[config.mk]
export PLATFORM = sky130hd
export DESIGN_NAME = uart_frame_monitor
export DESIGN_NICKNAME = d
export VERILOG_FILES = /design/src/rtl/uart_mon_pkg.sv /design/src/rtl/uart_mon_sync.sv /design/src/rtl/uart_mon_timer.sv /design/src/rtl/uart_mon_shift.sv /design/src/rtl/uart_mon_parity.sv /design/src/rtl/uart_frame_monitor.sv
export SDC_FILE = /design/constraint.sdc
export NUM_CORES = 1
export LEC_CHECK = 0
export BUFFER_PORTS_ARGS = -buffer_cell sky130_fd_sc_hd__buf_2
export CAP_MARGIN = 20
export CORE_MARGIN = 4
export CORE_UTILIZATION = 46
export CTS_CLUSTER_DIAMETER = 60
export DETAILED_ROUTE_END_ITERATION = 6
export PLACE_DENSITY = 0.73
export SYNTH_ARGS = -nofsm -noshare
export SYNTH_HDL_FRONTEND = slang
export SYNTH_SLANG_ARGS = --single-unit
[constraint.sdc]
create_clock -name clk -period 3.5 [get_ports clk]
set_clock_uncertainty 0.2 [all_clocks]
set_input_delay 0.175 -clock clk [delete_from_list [all_inputs] [get_ports clk]]
set_output_delay 0.175 -clock clk [all_outputs]
set_load 0.03 [all_outputs]
[src/rtl/uart_mon_pkg.sv]
package uart_mon_pkg;

   typedef enum logic [2:0] {
      PM_NONE  = 3'd0,
      PM_ODD   = 3'd1,
      PM_EVEN  = 3'd2,
      PM_SPACE = 3'd3,
      PM_MARK  = 3'd4
   } pmode_e;

   typedef enum logic [2:0] {
      ST_IDLE,
      ST_START,
      ST_DATA,
      ST_PAR,
      ST_STOP
   } st_e;

   function automatic pmode_e decode_pmode(input logic [2:0] code);
      if (code > 3'd4) begin
         return PM_NONE;
      end
      return pmode_e'(code);
   endfunction

endpackage

[src/rtl/uart_mon_sync.sv]
module uart_mon_sync #(
   parameter int STAGES = 2
) (
   input  logic clk,
   input  logic rst_n,
   input  logic line_i,
   output logic samp_o,
   output logic fall_o
);

   logic [STAGES-1:0] chain_q;
   logic              prev_q;

   generate
      if (STAGES < 2) begin : g_bad_stages
         $error("uart_mon_sync: STAGES must be at least 2");
      end
   endgenerate

   generate
      for (genvar i = 0; i < STAGES; i++) begin : g_stage
         if (i == 0) begin : g_first
            always_ff @(posedge clk or negedge rst_n) begin
               if (!rst_n) chain_q[0] <= 1'b1;
               else        chain_q[0] <= line_i;
            end
         end else begin : g_next
            always_ff @(posedge clk or negedge rst_n) begin
               if (!rst_n) chain_q[i] <= 1'b1;
               else        chain_q[i] <= chain_q[i-1];
            end
         end
      end
   endgenerate

   always_ff @(posedge clk or negedge rst_n) begin
      if (!rst_n) prev_q <= 1'b1;
      else        prev_q <= chain_q[STAGES-1];
   end

   assign samp_o = chain_q[STAGES-1];
   assign fall_o = prev_q & ~chain_q[STAGES-1];

endmodule

[src/rtl/uart_mon_timer.sv]
module uart_mon_timer #(
   parameter int CNT_W = 16
) (
   input  logic             clk,
   input  logic             rst_n,
   input  logic             arm_i,
   input  logic [CNT_W-1:0] arm_val_i,
   input  logic             run_i,
   input  logic [CNT_W-1:0] period_m1_i,
   output logic             fire_o
);

   logic [CNT_W-1:0] cnt_q;

   always_ff @(posedge clk or negedge rst_n) begin
      if (!rst_n) begin
         cnt_q <= '0;
      end else if (arm_i) begin
         cnt_q <= arm_val_i;
      end else if (run_i) begin
         if (cnt_q == '0) cnt_q <= period_m1_i;
         else             cnt_q <= cnt_q - 1'b1;
      end
   end

   assign fire_o = run_i && (cnt_q == '0);

endmodule

[src/rtl/uart_mon_shift.sv]
module uart_mon_shift #(
   parameter int DW   = 9,
   parameter int NB_W = 4
) (
   input  logic            clk,
   input  logic            rst_n,
   input  logic            clear_i,
   input  logic            en_i,
   input  logic            bit_i,
   input  logic            msb_first_i,
   input  logic [NB_W-1:0] nbits_i,
   output logic [DW-1:0]   word_o
);

   logic [DW-1:0] word_q;
   logic [DW-1:0] lsb_nxt;
   logic [DW-1:0] msb_nxt;

   always_comb begin
      lsb_nxt = word_q >> 1;
      for (int i = 0; i < DW; i++) begin
         if (i == int'(nbits_i) - 1) lsb_nxt[i] = bit_i;
      end
      msb_nxt = {word_q[DW-2:0], bit_i};
   end

   always_ff @(posedge clk or negedge rst_n) begin
      if (!rst_n) begin
         word_q <= '0;
      end else if (clear_i) begin
         word_q <= '0;
      end else if (en_i) begin
         word_q <= msb_first_i ? msb_nxt : lsb_nxt;
      end
   end

   assign word_o = word_q;

endmodule

[src/rtl/uart_mon_parity.sv]
module uart_mon_parity #(
   parameter int DW = 9
) (
   input  logic [DW-1:0]           word_i,
   input  logic                    pbit_i,
   input  uart_mon_pkg::pmode_e    mode_i,
   output logic                    ok_o
);

   import uart_mon_pkg::*;

   logic odd_total;

   assign odd_total = (^word_i) ^ pbit_i;

   always_comb begin
      case (mode_i)
         PM_ODD:   ok_o = odd_total;
         PM_EVEN:  ok_o = ~odd_total;
         PM_SPACE: ok_o = ~pbit_i;
         PM_MARK:  ok_o = pbit_i;
         default:  ok_o = 1'b1;
      endcase
   end

endmodule

[src/rtl/uart_frame_monitor.sv]
module uart_frame_monitor
   import uart_mon_pkg::*;
#(
   parameter  int CPB_W       = 16,
   parameter  int MAX_DATA    = 9,
   parameter  int SYNC_STAGES = 2,
   localparam int NB_W        = $clog2(MAX_DATA + 1)
) (
   input  logic                clk,
   input  logic                rst_n,
   input  logic                line_i,
   input  logic [CPB_W-1:0]    clks_per_bit_i,
   input  logic [NB_W-1:0]     data_bits_i,
   input  logic                msb_first_i,
   input  logic [2:0]          parity_mode_i,
   output logic [MAX_DATA-1:0] data_o,
   output logic                valid_o,
   output logic                start_err_o,
   output logic                parity_err_o,
   output logic                stop_err_o
);

   localparam int MIN_DATA = 5;

   generate
      if (MAX_DATA < MIN_DATA) begin : g_bad_width
         $error("uart_frame_monitor: MAX_DATA must be at least 5");
      end
      if (CPB_W < 2) begin : g_bad_cpb
         $error("uart_frame_monitor: CPB_W must be at least 2");
      end
   endgenerate

   logic                samp;
   logic                fall;
   st_e                 state_q;
   logic [CPB_W-1:0]    cpb_q;
   logic [NB_W-1:0]     nb_q;
   logic                msb_q;
   pmode_e              pm_q;
   logic [NB_W-1:0]     idx_q;
   logic                serr_q;
   logic                pbit_q;
   logic [NB_W-1:0]     nb_eff;
   logic                arm;
   logic                run;
   logic                fire;
   logic [CPB_W-1:0]    arm_val;
   logic [CPB_W-1:0]    period_m1;
   logic [MAX_DATA-1:0] word;
   logic                par_ok;
   logic                shift_en;

   uart_mon_sync #(.STAGES(SYNC_STAGES)) u_sync (
      .clk    (clk),
      .rst_n  (rst_n),
      .line_i (line_i),
      .samp_o (samp),
      .fall_o (fall)
   );

   always_comb begin
      if (data_bits_i < NB_W'(MIN_DATA))      nb_eff = NB_W'(MIN_DATA);
      else if (data_bits_i > NB_W'(MAX_DATA)) nb_eff = NB_W'(MAX_DATA);
      else                                    nb_eff = data_bits_i;
   end

   assign arm       = (state_q == ST_IDLE) && fall;
   assign run       = (state_q != ST_IDLE);
   assign arm_val   = (clks_per_bit_i >> 1) - CPB_W'(1);
   assign period_m1 = cpb_q - CPB_W'(1);
   assign shift_en  = (state_q == ST_DATA) && fire;

   uart_mon_timer #(.CNT_W(CPB_W)) u_timer (
      .clk         (clk),
      .rst_n       (rst_n),
      .arm_i       (arm),
      .arm_val_i   (arm_val),
      .run_i       (run),
      .period_m1_i (period_m1),
      .fire_o      (fire)
   );

   uart_mon_shift #(.DW(MAX_DATA), .NB_W(NB_W)) u_shift (
      .clk         (clk),
      .rst_n       (rst_n),
      .clear_i     (arm),
      .en_i        (shift_en),
      .bit_i       (samp),
      .msb_first_i (msb_q),
      .nbits_i     (nb_q),
      .word_o      (word)
   );

   uart_mon_parity #(.DW(MAX_DATA)) u_parity (
      .word_i (word),
      .pbit_i (pbit_q),
      .mode_i (pm_q),
      .ok_o   (par_ok)
   );

   always_ff @(posedge clk or negedge rst_n) begin
      if (!rst_n) begin
         state_q      <= ST_IDLE;
         cpb_q        <= CPB_W'(2);
         nb_q         <= NB_W'(MIN_DATA);
         msb_q        <= 1'b0;
         pm_q         <= PM_NONE;
         idx_q        <= '0;
         serr_q       <= 1'b0;
         pbit_q       <= 1'b0;
         data_o       <= '0;
         valid_o      <= 1'b0;
         start_err_o  <= 1'b0;
         parity_err_o <= 1'b0;
         stop_err_o   <= 1'b0;
      end else begin
         valid_o <= 1'b0;
         case (state_q)
            ST_IDLE: begin
               if (fall) begin
                  state_q <= ST_START;
                  cpb_q   <= clks_per_bit_i;
                  nb_q    <= nb_eff;
                  msb_q   <= msb_first_i;
                  pm_q    <= decode_pmode(parity_mode_i);
                  idx_q   <= '0;
               end
            end
            ST_START: begin
               if (fire) begin
                  serr_q  <= samp;
                  state_q <= ST_DATA;
               end
            end
            ST_DATA: begin
               if (fire) begin
                  idx_q <= idx_q + 1'b1;
                  if (idx_q == nb_q - 1'b1) begin
                     state_q <= (pm_q == PM_NONE) ? ST_STOP : ST_PAR;
                  end
               end
            end
            ST_PAR: begin
               if (fire) begin
                  pbit_q  <= samp;
                  state_q <= ST_STOP;
               end
            end
            ST_STOP: begin
               if (fire) begin
                  data_o       <= word;
                  start_err_o  <= serr_q;
                  parity_err_o <= ~par_ok;
                  stop_err_o   <= ~samp;
                  valid_o      <= 1'b1;
                  state_q      <= ST_IDLE;
               end
            end
            default: state_q <= ST_IDLE;
         endcase
      end
   end

endmodule

Yosys cells after proc, flatten, opt, wreduce, memory -nomap -nowiden
Index checks and enable logic that the tools add are counted.
{"block": "totals", "latchBits": 0, "word_cells": 110, "romBits": 0, "out_inout_bits": 13, "regBits": 74, "ramBits": 0, "mem_count": 0, "in_bits": 27}
{"block": "op_classes", "mul": 0, "div_mod_pow": 0, "order_cmp": 3, "n_shift": 0, "n_bitwise": 6, "reduce_logical": 18, "addsub": 6, "n_mux": 36, "eq_ne": 23}
{"operator": "4-bit by 32-bit equality test with 1-bit output, first input constant", "n": 4}
{"operator": "3-bit by 32-bit equality test with 1-bit output, first input constant", "n": 2}
{"operator": "16-bit 2-to-1 mux", "n": 3}
{"operator": "2-bit by 32-bit equality test with 1-bit output, first input constant", "n": 1}
{"operator": "5-bit by 32-bit equality test with 1-bit output, first input constant", "n": 1}
{"operator": "32-bit logical NOT", "n": 1}
{"operator": "16-bit by 1-bit subtractor with 16-bit output, second input constant", "n": 2}
{"operator": "3-bit 2-to-1 mux", "n": 9}
{"operator": "9-bit 2-to-1 mux", "n": 3}
{"operator": "16-bit logical NOT", "n": 1}
{"operator": "4-bit 2-to-1 mux", "n": 4}
{"operator": "15-bit by 1-bit subtractor with 16-bit output, second input constant", "n": 1}
{"operator": "3-bit one-hot mux with 5 select lines", "n": 1}
{"operator": "1-bit 2-to-1 mux", "n": 14}
{"operator": "3-bit by 2-bit equality test with 1-bit output, second input constant", "n": 4}
{"operator": "2-bit inequality test, second input constant", "n": 5}
{"operator": "9-bit XOR reduction", "n": 1}
{"operator": "4-bit one-hot mux with 2 select lines", "n": 1}
{"operator": "2-bit AND reduction", "n": 4}
{"operator": "3-bit by 1-bit equality test with 1-bit output, second input constant", "n": 2}
{"operator": "3-bit equality test, second input constant", "n": 2}
{"operator": "3-bit logical NOT", "n": 2}
{"operator": "6-bit AND reduction", "n": 1}
{"operator": "2-bit nonzero test", "n": 3}
{"operator": "15 further kinds", "n": 20}

Logic depth before layout (Yosys ltp)
Gate-level depths: netlist (run 1).
{"block": "depth", "ltp_word": 6, "ltp_mapped": 13, "mapped_depth_nobuf": 11}

Hierarchy
Synthesis (run 1) repeated with hierarchy kept, for this count alone.
{"block": "unflattened", "hier_cells": 498, "hier_area_um2": 4594.4}
{"module": "uart_frame_monitor", "area_per_inst_um2": 2469.9, "seq_area_each_um2": 1154.9, "cells_per_inst": 265, "instances": 1}
{"module": "uart_mon_timer", "area_per_inst_um2": 1276.2, "seq_area_each_um2": 400.4, "cells_per_inst": 154, "instances": 1}
{"module": "uart_mon_shift", "area_per_inst_um2": 605.6, "seq_area_each_um2": 225.2, "cells_per_inst": 60, "instances": 1}
{"module": "uart_mon_parity", "area_per_inst_um2": 150.1, "seq_area_each_um2": 0.0, "cells_per_inst": 15, "instances": 1}
{"module": "uart_mon_sync", "area_per_inst_um2": 92.6, "seq_area_each_um2": 78.8, "cells_per_inst": 4, "instances": 1}

Least setup slack after synthesis (run 1)
OpenSTA, ideal clock, no wires.
{"block": "synth_path", "path_kind": "register to register", "start": "register u_sync.prev_q", "end": "register u_timer.cnt_q[14]", "setup_time_ns": 0.087, "stages_incl_launch_ff": 13, "required_ns": 3.213, "period_less_slack_ns": 3.642, "path_slack_ns": -0.142, "arrival_time_ns": 3.355, "path_cell_list": "dfstp_2 or4b_1 buf_2 nor2_2 clkbuf_1 clkbuf_1 o21a_1 ha_1 inv_1 a2111oi_2 nand2_1 or4b_1 o211ai_1"}
{"block": "synth_via", "elab_chain_len": 3, "elab_cells_between_ends": 4}
{"item": "from (decl)", "line": "uart_mon_sync.sv:12", "text": "logic prev_q;"}
{"item": "from (signal assigned)", "line": "uart_mon_sync.sv:38", "text": "else prev_q <= chain_q[STAGES-1];"}
{"item": "1-bit bitwise AND (*)", "line": "uart_mon_sync.sv:42", "text": "assign fall_o = prev_q & ~chain_q[STAGES-1];"}
{"item": "1-bit logical AND (*)", "line": "uart_frame_monitor.sv:68", "text": "assign arm = (state_q == ST_IDLE) && fall;"}
{"item": "16-bit 2-to-1 mux or 2-bit nonzero test (tied branches)"}
{"item": "to (signal assigned)", "line": "uart_mon_timer.sv:19", "text": "cnt_q <= arm_val_i;"}
{"item": "to (signal assigned)", "line": "uart_mon_timer.sv:21", "text": "if (cnt_q == '0) cnt_q <= period_m1_i;"}
{"item": "to (signal assigned)", "line": "uart_mon_timer.sv:22", "text": "else cnt_q <= cnt_q - 1'b1;"}
{"item": "to (decl)", "line": "uart_mon_timer.sv:13", "text": "logic [CNT_W-1:0] cnt_q;"}
Mark *: on every way between the ends. The rest lies on a longest branch, timed or not.
A chain may end at the register's enable or synchronous reset.

Final worst setup path (run 1)
{"block": "layout_path", "start": "register state_q[0]", "end": "register u_timer.cnt_q[14]"}
{"block": "layout_via", "elab_chain_len": 3, "elab_cells_between_ends": 5}
{"item": "from (decl)", "line": "uart_frame_monitor.sv:36", "text": "st_e state_q;"}
{"item": "from (signal assigned)", "line": "uart_frame_monitor.sv:140", "text": "state_q <= (pm_q == PM_NONE) ? ST_STOP : ST_PAR;"}
{"item": "3-bit logical NOT", "line": "uart_frame_monitor.sv:68"}
{"item": "1-bit logical AND", "line": "uart_frame_monitor.sv:68"}
{"item": "16-bit 2-to-1 mux or 2-bit nonzero test (tied branches)"}
Several ways; a longest one is shown, not always the timed one.

==> impl_metrics.yaml, run 1 <==
status:
  status: "finished, final reports clean"
pwr:
  total_power_mw: 3.17
  switching_power_mw: 1.19
  power_frac_comb_pct: 32.2
  p_int_mw: 1.97
  p_clk_share_pct: 24.1
  irDropWorstVdd_v: 0.000376
  power_frac_seq_pct: 43.6
  p_sw_share_pct: 37.7
  power_density_mw_per_mm2: 653
  leakage_nw: 2.27
clocking:
  cts_setup_buffers: 0
  clk_pin_slew_worst_paths_ns: 0.08
  ctsLongestPathBuffers: 2
  cts_sinks: 74
  insertion_delay_ns: 0.36
  cts_tree: "yes"
  numCtsBuffers: 9
  root_buffer: "clkbuf_8"
  htreeDepth: 3
timing:
  tns_ns: 0
  rsz0062_at_grt: "false"
  min_period_over_period_pct: 89.8
  fin_ws_ns: 0.356
  worst_pin_slew_ns: 0.738
  final-setup-viol-count: 0
  slew_headroom_pct: 50.6
  slew_violations: 0
  max_freq_mhz: 318
  timing_hold_violations_final: 0
  period_needed_ns: 3.14
  whs_ns: 0.0383
finish:
  final_cell_mix: "nand2_1 (95), dfrtp_1 (68), buf_2 (39), nor2_1 (36), a21oi_1 (28)"
  fin_nets: 541
  multi_input_area_mm2: 0.00204
  area_growth_syn_to_layout_pct: 21.1
  seq_area_mm2: 0.00186
  final_common_cell: "nand2_1"
  drive_above_1_share_pct: 19.3
  fin_area_mm2: 0.00485
  diodes: 0
  fillers: 716
setup_path:
  critPathTopFamily: "simple AND/OR/NAND/NOR gates"
  worstSetupPathType: "reg2reg"
  cp_common_cell: "buf_4"
  cp.required_ns: 3.57
  crit_arrival_ns: 3.22
  path_buf_inv: 2
  worst_setup_path_start_kind: "register"
  cp_slowest_stage_delay_ns: 0.63
  path_cells: "or4b_4 > nor2_2 > buf_4 > buf_4 > nor2_1 > a22oi_4 > nand4b_2 > or4b_1 > o211ai_1"
  slowest_stage: "or4b_4"
  worstPathMaxFanout: 15
  crit_path_end_kind: "register"
synthesis:
  synth_flop_cell: "dfrtp_1"
  synth.cell_area_mm2: 0.00400
  ys_ff_latch: 74
  ys_warn_count: 0
  synth_cell_types: 51
  syn_avg_cell_area_um2: 9.10
  synthCells: 440
  syn_nets: 474
  synthArstFlopShare_pct: 100
  ys_seq_area_share_pct: 46.4
  synth_edf_count: 0
die:
  row_count: 33
  die_h_um: 101
  start_util_pct: 48.0
  die-area_mm2: 0.0103
  core-area_mm2: 0.00834
  fp.dieW_um: 101
  io_pins: 40
grt:
  track_usage_pct: 19.2
  grt_pass1_wl_um: 15700
  grt_pass1_vias: 3295
  antenna_found_initial: 0
  grt_max_degree: 51
  grt_overflow: 0
placement:
  hpwl_um: 6420
  port_buffers: 39
  gp_congestion: 0.922
  place_ws_ns: 0.281
  dpl_cell_area_mm2: 0.00435
route:
  drtIter0Drc: 183
  drtPass1Iterations: 4
  vias_per_cell: 5.50
  drc: 0
  dr_total_vias: 3393
  wl_um: 9240
  ant_nets: 0
  post_drt_wl_per_cell_um: 15.0
flow_run:
  cap_violations: 0
min_path:
  hold_path_class: "in2reg"
flip-flops by register name, summed over array words and instances (netlist names):
signal          cells
cpb_q              16
data_o              9
idx_q               4
msb_q               1
nb_q                4
parity_err_o        1
pbit_q              1
pm_q                3
serr_q              1
start_err_o         1
state_q             3
stop_err_o          1
u_shift.word_o      9
u_sync.chain_q      1
u_sync.prev_q       1
u_sync.samp_o       1
u_timer.cnt_q      16
valid_o             1
Yosys cell counts (all sizes together) (2+ instances only):
library cell,instances,area [µm²]
mux2i,10,100
nor3,11,55.1
mux2,15,169
or3,5,31.3
nor4,8,50.1
buf,3,13.8
nand2,95,357
or2,2,12.5
nor2,37,141
or4b,2,20.0
inv,7,26.3
a22o,8,70.1
dfstp,6,158
o22ai,2,12.5
xnor2,18,158
o211ai,5,37.5
o2111ai,2,17.5
o31ai,3,22.5
dfrtp,68,1700
a211o,2,17.5
o21a,3,22.5
nand4,3,18.8
a2111oi,2,23.8
o211a,3,30.0
xor2,11,96.3
o21ai,28,140
clkbuf,20,75.1
ha,7,87.6
nand3,9,45.0
a21oi,28,140
o41ai,2,17.5
metal layers:
layer,track usage (%),part of all wire [%],vias to the layer above
met5,0,0,-
met4,7.16,1.3,0
met3,3.99,4.0,10
met2,30.5,47,77
met1,26.0,47,1629
li1,-,-,1677
cells by family (layout without fill, tap and decap cells):
kind of cell | count (synthesis) | after routing | share of synthesized area, %
adders and majority gates | 7 | 7 | 2.19
buffers and inverters | 30 | 102 | 2.87
and+or+nand+nor | 179 | 179 | 19.7
DFF | 74 | 74 | 46.4
xor gates and xnor gates | 29 | 29 | 6.34
muxes | 25 | 25 | 6.72
AOI/OAI and AO/OA | 96 | 96 | 15.7
final cells by class:
type	count	share of cell area, %
inverter	7	0.542
tap	105	2.71
timing repair buffer	79	11.8
clock inverter	7	2.09
sequential	74	38.3
clock buffer	9	2.55
multi-input combinational	336	42.0
through the flow:
step                      cells  util [%]
final                       617      58.1
after global routing        617      58.1
after CTS                   616      57.9
after detailed placement    575      52.2
after global placement      575      52.2
after floorplan             440         -
worst register-to-register path: cells and delay by family, from the launching register on:
kind | cells | cell delay [ns]
AND/OR/NAND/NOR | 5 | 1.57
flip-flops | 1 | 0.49
buffers and inverters | 2 | 0.46
AO/OA/AOI/OAI | 2 | 0.34
path summary, 6_finish.rpt:
check / startpoint / endpoint / slack [ns] / cells after the start
setup / recovery: state_q[0] / u_timer.cnt_q[14] / 0.36 / 9
hold / removal: data_bits_i[2] / nb_q[0] / 0.04 / 5
setup reg to reg: state_q[0] / u_timer.cnt_q[14] / 0.36 / 9
hold reg to reg: u_sync.chain_q[0] / u_sync.samp_o / 0.17 / 0
max in group asynchronous: rst_n / u_timer.cnt_q[10] / 2.31 / 3
min in group asynchronous: rst_n / data_o[8] / 0.14 / 2
repair_timing:
action | in CTS | in global routing
endpoints found under the setup margin | 0 | 1
hold buffers | 25 | 0
resized for setup | 0 | 1
endpoints found under the hold margin | 68 | 0
power groups by stage:
stage               clock, mW  sequential (mW)  combinational (mW)
floorplan                   0             1.26               0.834
global placement            0             1.38               0.956
detailed placement          0             1.39               0.982
CTS                     0.774             1.37                1.02
global route            0.817             1.42                1.16
finish                  0.765             1.38                1.02
(Power assumes the default switching activity.)
==> inputs of run 2 (changes only) <==
SETUP_SLACK_MARGIN = 0.5   (was unset)
SLEW_MARGIN = 10   (was unset)
==> impl_metrics.yaml, run 2 (synthesis gave the netlist of run 1 again) <==
timing:
  period_needed_ns: 2.95
  max_freq_mhz: 339
  slew_violations: 0
  worst_pin_slew_ns: 0.819
  timing_hold_violations_final: 0
  rsz0062_at_grt: "true"
  slew_headroom_pct: 45.2
  tns_ns: 0
  final-setup-viol-count: 0
  min_period_over_period_pct: 84.2
setup_path:
  crit_arrival_ns: 3.01
  cp.required_ns: 3.57
  worstSetupPathType: "reg2reg"
  crit_path_end_kind: "register"
  worstPathMaxFanout: 4
  worst_setup_path_start_kind: "register"
pwr:
  power_density_mw_per_mm2: 657
  total_power_mw: 3.27
  leakage_nw: 2.34
  irDropWorstVdd_v: 0.000332
die:
  die_h_um: 101
  die-area_mm2: 0.0103
  fp.dieW_um: 101
  core-area_mm2: 0.00834
  start_util_pct: 48.0
  io_pins: 40
  row_count: 33
clocking:
  root_buffer: "clkbuf_8"
  cts_tree: "yes"
  clk_pin_slew_worst_paths_ns: 0.08
  htreeDepth: 3
  insertion_delay_ns: 0.35
  cts_sinks: 74
  ctsLongestPathBuffers: 2
  numCtsBuffers: 9
route:
  ant_nets: 0
  dr_total_vias: 3472
  drc: 0
  wl_um: 9640
  drtPass1Iterations: 5
  post_drt_wl_per_cell_um: 15.4
  vias_per_cell: 5.55
  drtIter0Drc: 181
finish:
  fillers: 712
  reg.largest.list: "cpb_q (16), u_timer.cnt_q (16)"
  fin_nets: 550
  drive_above_1_share_pct: 22.5
  final_common_cell: "nand2_1"
  fin_cells: 626
  fin_area_mm2: 0.00498
  diodes: 0
  final_cell_mix: "nand2_1 (94), dfrtp_1 (67), buf_2 (39), nor2_1 (36), a21oi_1 (28)"
  final_core_util_pct: 59.7
  area_growth_syn_to_layout_pct: 24.4
grt:
  grt_pass1_wl_um: 16200
  track_usage_pct: 19.8
  antenna_found_initial: 0
  grt_max_degree: 34
  grt_pass1_vias: 3405
  grt_overflow: 0
flow_run:
  cap_violations: 0
placement:
  port_buffers: 39
  dpl_cell_area_mm2: 0.00438
  hpwl_um: 6610
  place_inst: 577
  gp_congestion: 0.872
min_path:
  hold_path_class: "in2reg"
status:
  status: "finished, final reports clean"
run 2: repair_timing:
action	CTS	global route
hold buffers	25	0
setup endpoints to repair	2	9
pin swaps	1	6
resized for setup	2	11
buffers inserted	3	5
hold endpoints to repair	45	0
run 2: per-stage QoR:
step / worst slack (ns) / hold slack, ns
3_3_place_gp: 0.512 / 0.0276
3_5_place_dp: 0.434 / 0.0279
5_1_grt: 0.467 / 0.0874
2_1_floorplan: 0.267 / -0.321
4_1_cts: 0.504 / 0.0317
6_report: 0.552 / 0.0384
run 2: critical path, cell delays in order (launching register included):
cell	delay, ns
dfstp_2	0.53
or4b_4	0.50
or2_4	0.27
or4_4	0.43
a22oi_4	0.20
nand4b_4	0.14
or4b_1	0.48
o211ai_1	0.10
run 2: cell type report:
type	instances	area [µm²]	share of cell area, %
inverters	7	26.3	0.527
multi-input cells	336	2100	42.2
repair buffers	88	626	12.6
clock buffers	10	138	2.76
clock inverters	6	97.6	1.96
flip-flops and latches	74	1860	37.3
well taps	105	131	2.64
run 2: where the power goes:
part / total (mW) / switching [mW] / internal (mW)
combinational: 1.11 / 0.612 / 0.501
sequential: 1.38 / 0.273 / 1.11
clock: 0.778 / 0.347 / 0.431
total: 3.27 / 1.23 / 2.04
run 2: final timing paths:
check / start / endpoint / cells past startpoint / slack (ns)
min in group asynchronous: rst_n / data_o[6] / 2 / 0.16
setup reg to reg: u_sync.prev_q / u_timer.cnt_q[14] / 7 / 0.55
hold / removal: data_bits_i[2] / nb_q[0] / 5 / 0.04
hold reg to reg: u_sync.chain_q[0] / u_sync.samp_o / 0 / 0.18
max in group asynchronous: rst_n / cpb_q[11] / 3 / 2.08
setup / recovery: u_sync.prev_q / u_timer.cnt_q[14] / 7 / 0.55
run 2: routing by layer:
layer  track usage [%]  routed length, µm  share of wire (%)  up-vias
met1              26.0               4400                 46     1663
met5                 0                  0                  0        -
li1                  -                  -                  -     1688
met3              3.17                400                4.2       15
met2              32.8               4680                 49      106
met4              7.98                150                1.6        0
==> inputs of run 3 (changes only) <==
clock period = 2.5 ns   (was 3.5 ns; I/O delays follow)
==> impl_metrics.yaml, run 3 (synthesis gave the netlist of run 1 again) <==
timing:
  max_freq_mhz: 329
  timing_hold_violations_final: 2
  min_period_over_period_pct: 122
  slew_headroom_pct: 51.5
  worst_pin_slew_ns: 0.728
  period_needed_ns: 3.04
  fin_ws_ns: -0.543
  rsz0062_at_grt: "true"
  final-setup-viol-count: 37
  tns_ns: -9.38
  slew_violations: 0
  whs_ns: -0.117
finish:
  final_cell_mix: "dfrtp_1 (68), nand2_1 (64), buf_4 (62), buf_2 (39), buf_6 (36)"
  fin_cells: 710
  final_common_cell: "dfrtp_1"
  area_growth_syn_to_layout_pct: 59.2
  final_core_util_pct: 76.4
  diodes: 0
  fin_nets: 634
  drive_above_1_share_pct: 45.1
  fin_area_mm2: 0.00637
  reg.largest.list: "cpb_q (16), u_timer.cnt_q (16)"
placement:
  hpwl_um: 7130
  port_buffers: 39
  place_inst: 615
  gp_congestion: 0.870
  dpl_cell_area_mm2: 0.00487
die:
  row_count: 33
  core-area_mm2: 0.00834
  die_h_um: 101
  io_pins: 40
  start_util_pct: 48.0
  die-area_mm2: 0.0103
  fp.dieW_um: 101
pwr:
  leakage_nw: 3.03
  total_power_mw: 5.54
  irDropWorstVdd_v: 0.000460
  power_density_mw_per_mm2: 869
setup_path:
  timing.rr.start: "u_sync.prev_q"
  worstPathMaxFanout: 5
  cp.required_ns: 2.54
  path_buf_inv: 7
  crit_path_end_kind: "register"
  slowest_stage: "dfstp_2"
  critPathTopFamily: "buffers and inverters"
  cp_slowest_stage_delay_ns: 0.54
  r2r_slack_ns: -0.54
  crit_path_start: "u_sync.prev_q"
  worst_setup_path_start_kind: "register"
  worstSetupPathType: "reg2reg"
  cp_common_cell: "buf_6"
  path_cells: "or4b_4 > buf_12 > nor2_4 > buf_6 > buf_6 > buf_6 > buf_6 > buf_6 > a311oi_4 > o211a_1 > buf_6 > o211ai_1 > xor2_1 > a21oi_1"
  crit_arrival_ns: 3.08
route:
  post_drt_wl_per_cell_um: 19.2
  met1_length_um: 5740
  drc: 0
  wl_met3_um: 826
  dr.max_layer_used: "met4"
  wl_um: 13600
  met2_length_um: 6670
  drtIter0Drc: 336
  vias_per_cell: 5.82
  ant_nets: 0
  drtPass1Iterations: 5
  dr_total_vias: 4130
flow_run:
  cap_violations: 0
grt:
  grt_pass1_vias: 3896
  grt_max_degree: 47
  track_usage_pct: 23.0
  antenna_found_initial: 0
  grt_overflow: 0
  grt_pass1_wl_um: 18700
clocking:
  cts_tree: "yes"
  root_buffer: "clkbuf_8"
  ctsLongestPathBuffers: 2
  insertion_delay_ns: 0.36
  htreeDepth: 3
  numCtsBuffers: 9
  clk_pin_slew_worst_paths_ns: 0.09
  cts_sinks: 74
  ctsHoldBuffers: 22
min_path:
  min_from: "clks_per_bit_i[1]"
  hold_path_class: "in2reg"
status:
  violations: "hold timing, setup timing"
  status: "finished with violations"
run 3: cell types whose count changed in the layout (fill, tap and decap cells not counted), moves of 12 or more:
cell | before | now
nand2_4 | 0 | 13
o21ai_0 | 27 | 15
mux2_2 | 15 | 2
mux2_4 | 0 | 13
buf_4 | 24 | 62
nand2_2 | 1 | 18
nand2_1 | 94 | 64
buf_6 | 0 | 36
run 3: final timing paths:
path / end / depth (start not counted)
min reg2reg: u_sync.samp_o / 0
min: cpb_q[1] / 4
max in group asynchronous: u_sync.prev_q / 3
max: u_timer.cnt_q[10] / 14
max reg2reg: u_timer.cnt_q[10] / 14
min in group asynchronous: data_o[8] / 2
run 3: final cells by class:
type / count / area [µm²]
Sequential cell: 74 / 1860
Timing Repair Buffer: 170 / 1480
Clock inverter: 6 / 66.3
Inverter: 7 / 31.3
Tap cell: 105 / 131
Multi-Input combinational cell: 338 / 2680
Clock buffer: 10 / 128
Fill cell: 460 / 1970
run 3: timing repair:
item	in CTS	in global routing
endpoints found under the setup margin	71	70
setup buffers	26	28
resized for setup	60	106
cloned	2	1
pin swaps	36	41
hold endpoints to repair	51	2
run 3: routing by layer:
metal	vias up	track usage, %
met5	-	0
met4	0	7.46
met3	48	5.10
met2	199	36.3
met1	2021	31.5
li1	1862	-
run 3: report_power, final:
group | leakage (nW) | switching, mW | internal [mW]
clock | 0.101 | 0.493 | 0.465
combinational | 2.01 | 1.37 | 1.25
sequential | 0.925 | 0.413 | 1.55
run 3: worst reg2reg max path, delay by kind of cell, from the launching register on:
kind | cells | cell delay (ns)
AOI/OAI and AO/OA | 4 | 0.52
buffers and inverters | 7 | 0.83
and+or+nand+nor | 2 | 0.68
xor gates and xnor gates | 1 | 0.16
DFF | 1 | 0.54
run 3: through the flow:
| stage | worst slack, ns | hold WS (ns) |
|---|---|---|
| after detailed placement | -0.517 | 0.0101 |
| final | -0.543 | -0.117 |
| after global placement | -0.410 | -0.00349 |
| after floorplan | -0.687 | -0.371 |
| after CTS | -0.553 | -0.121 |
| after global routing | -0.629 | -0.119 |
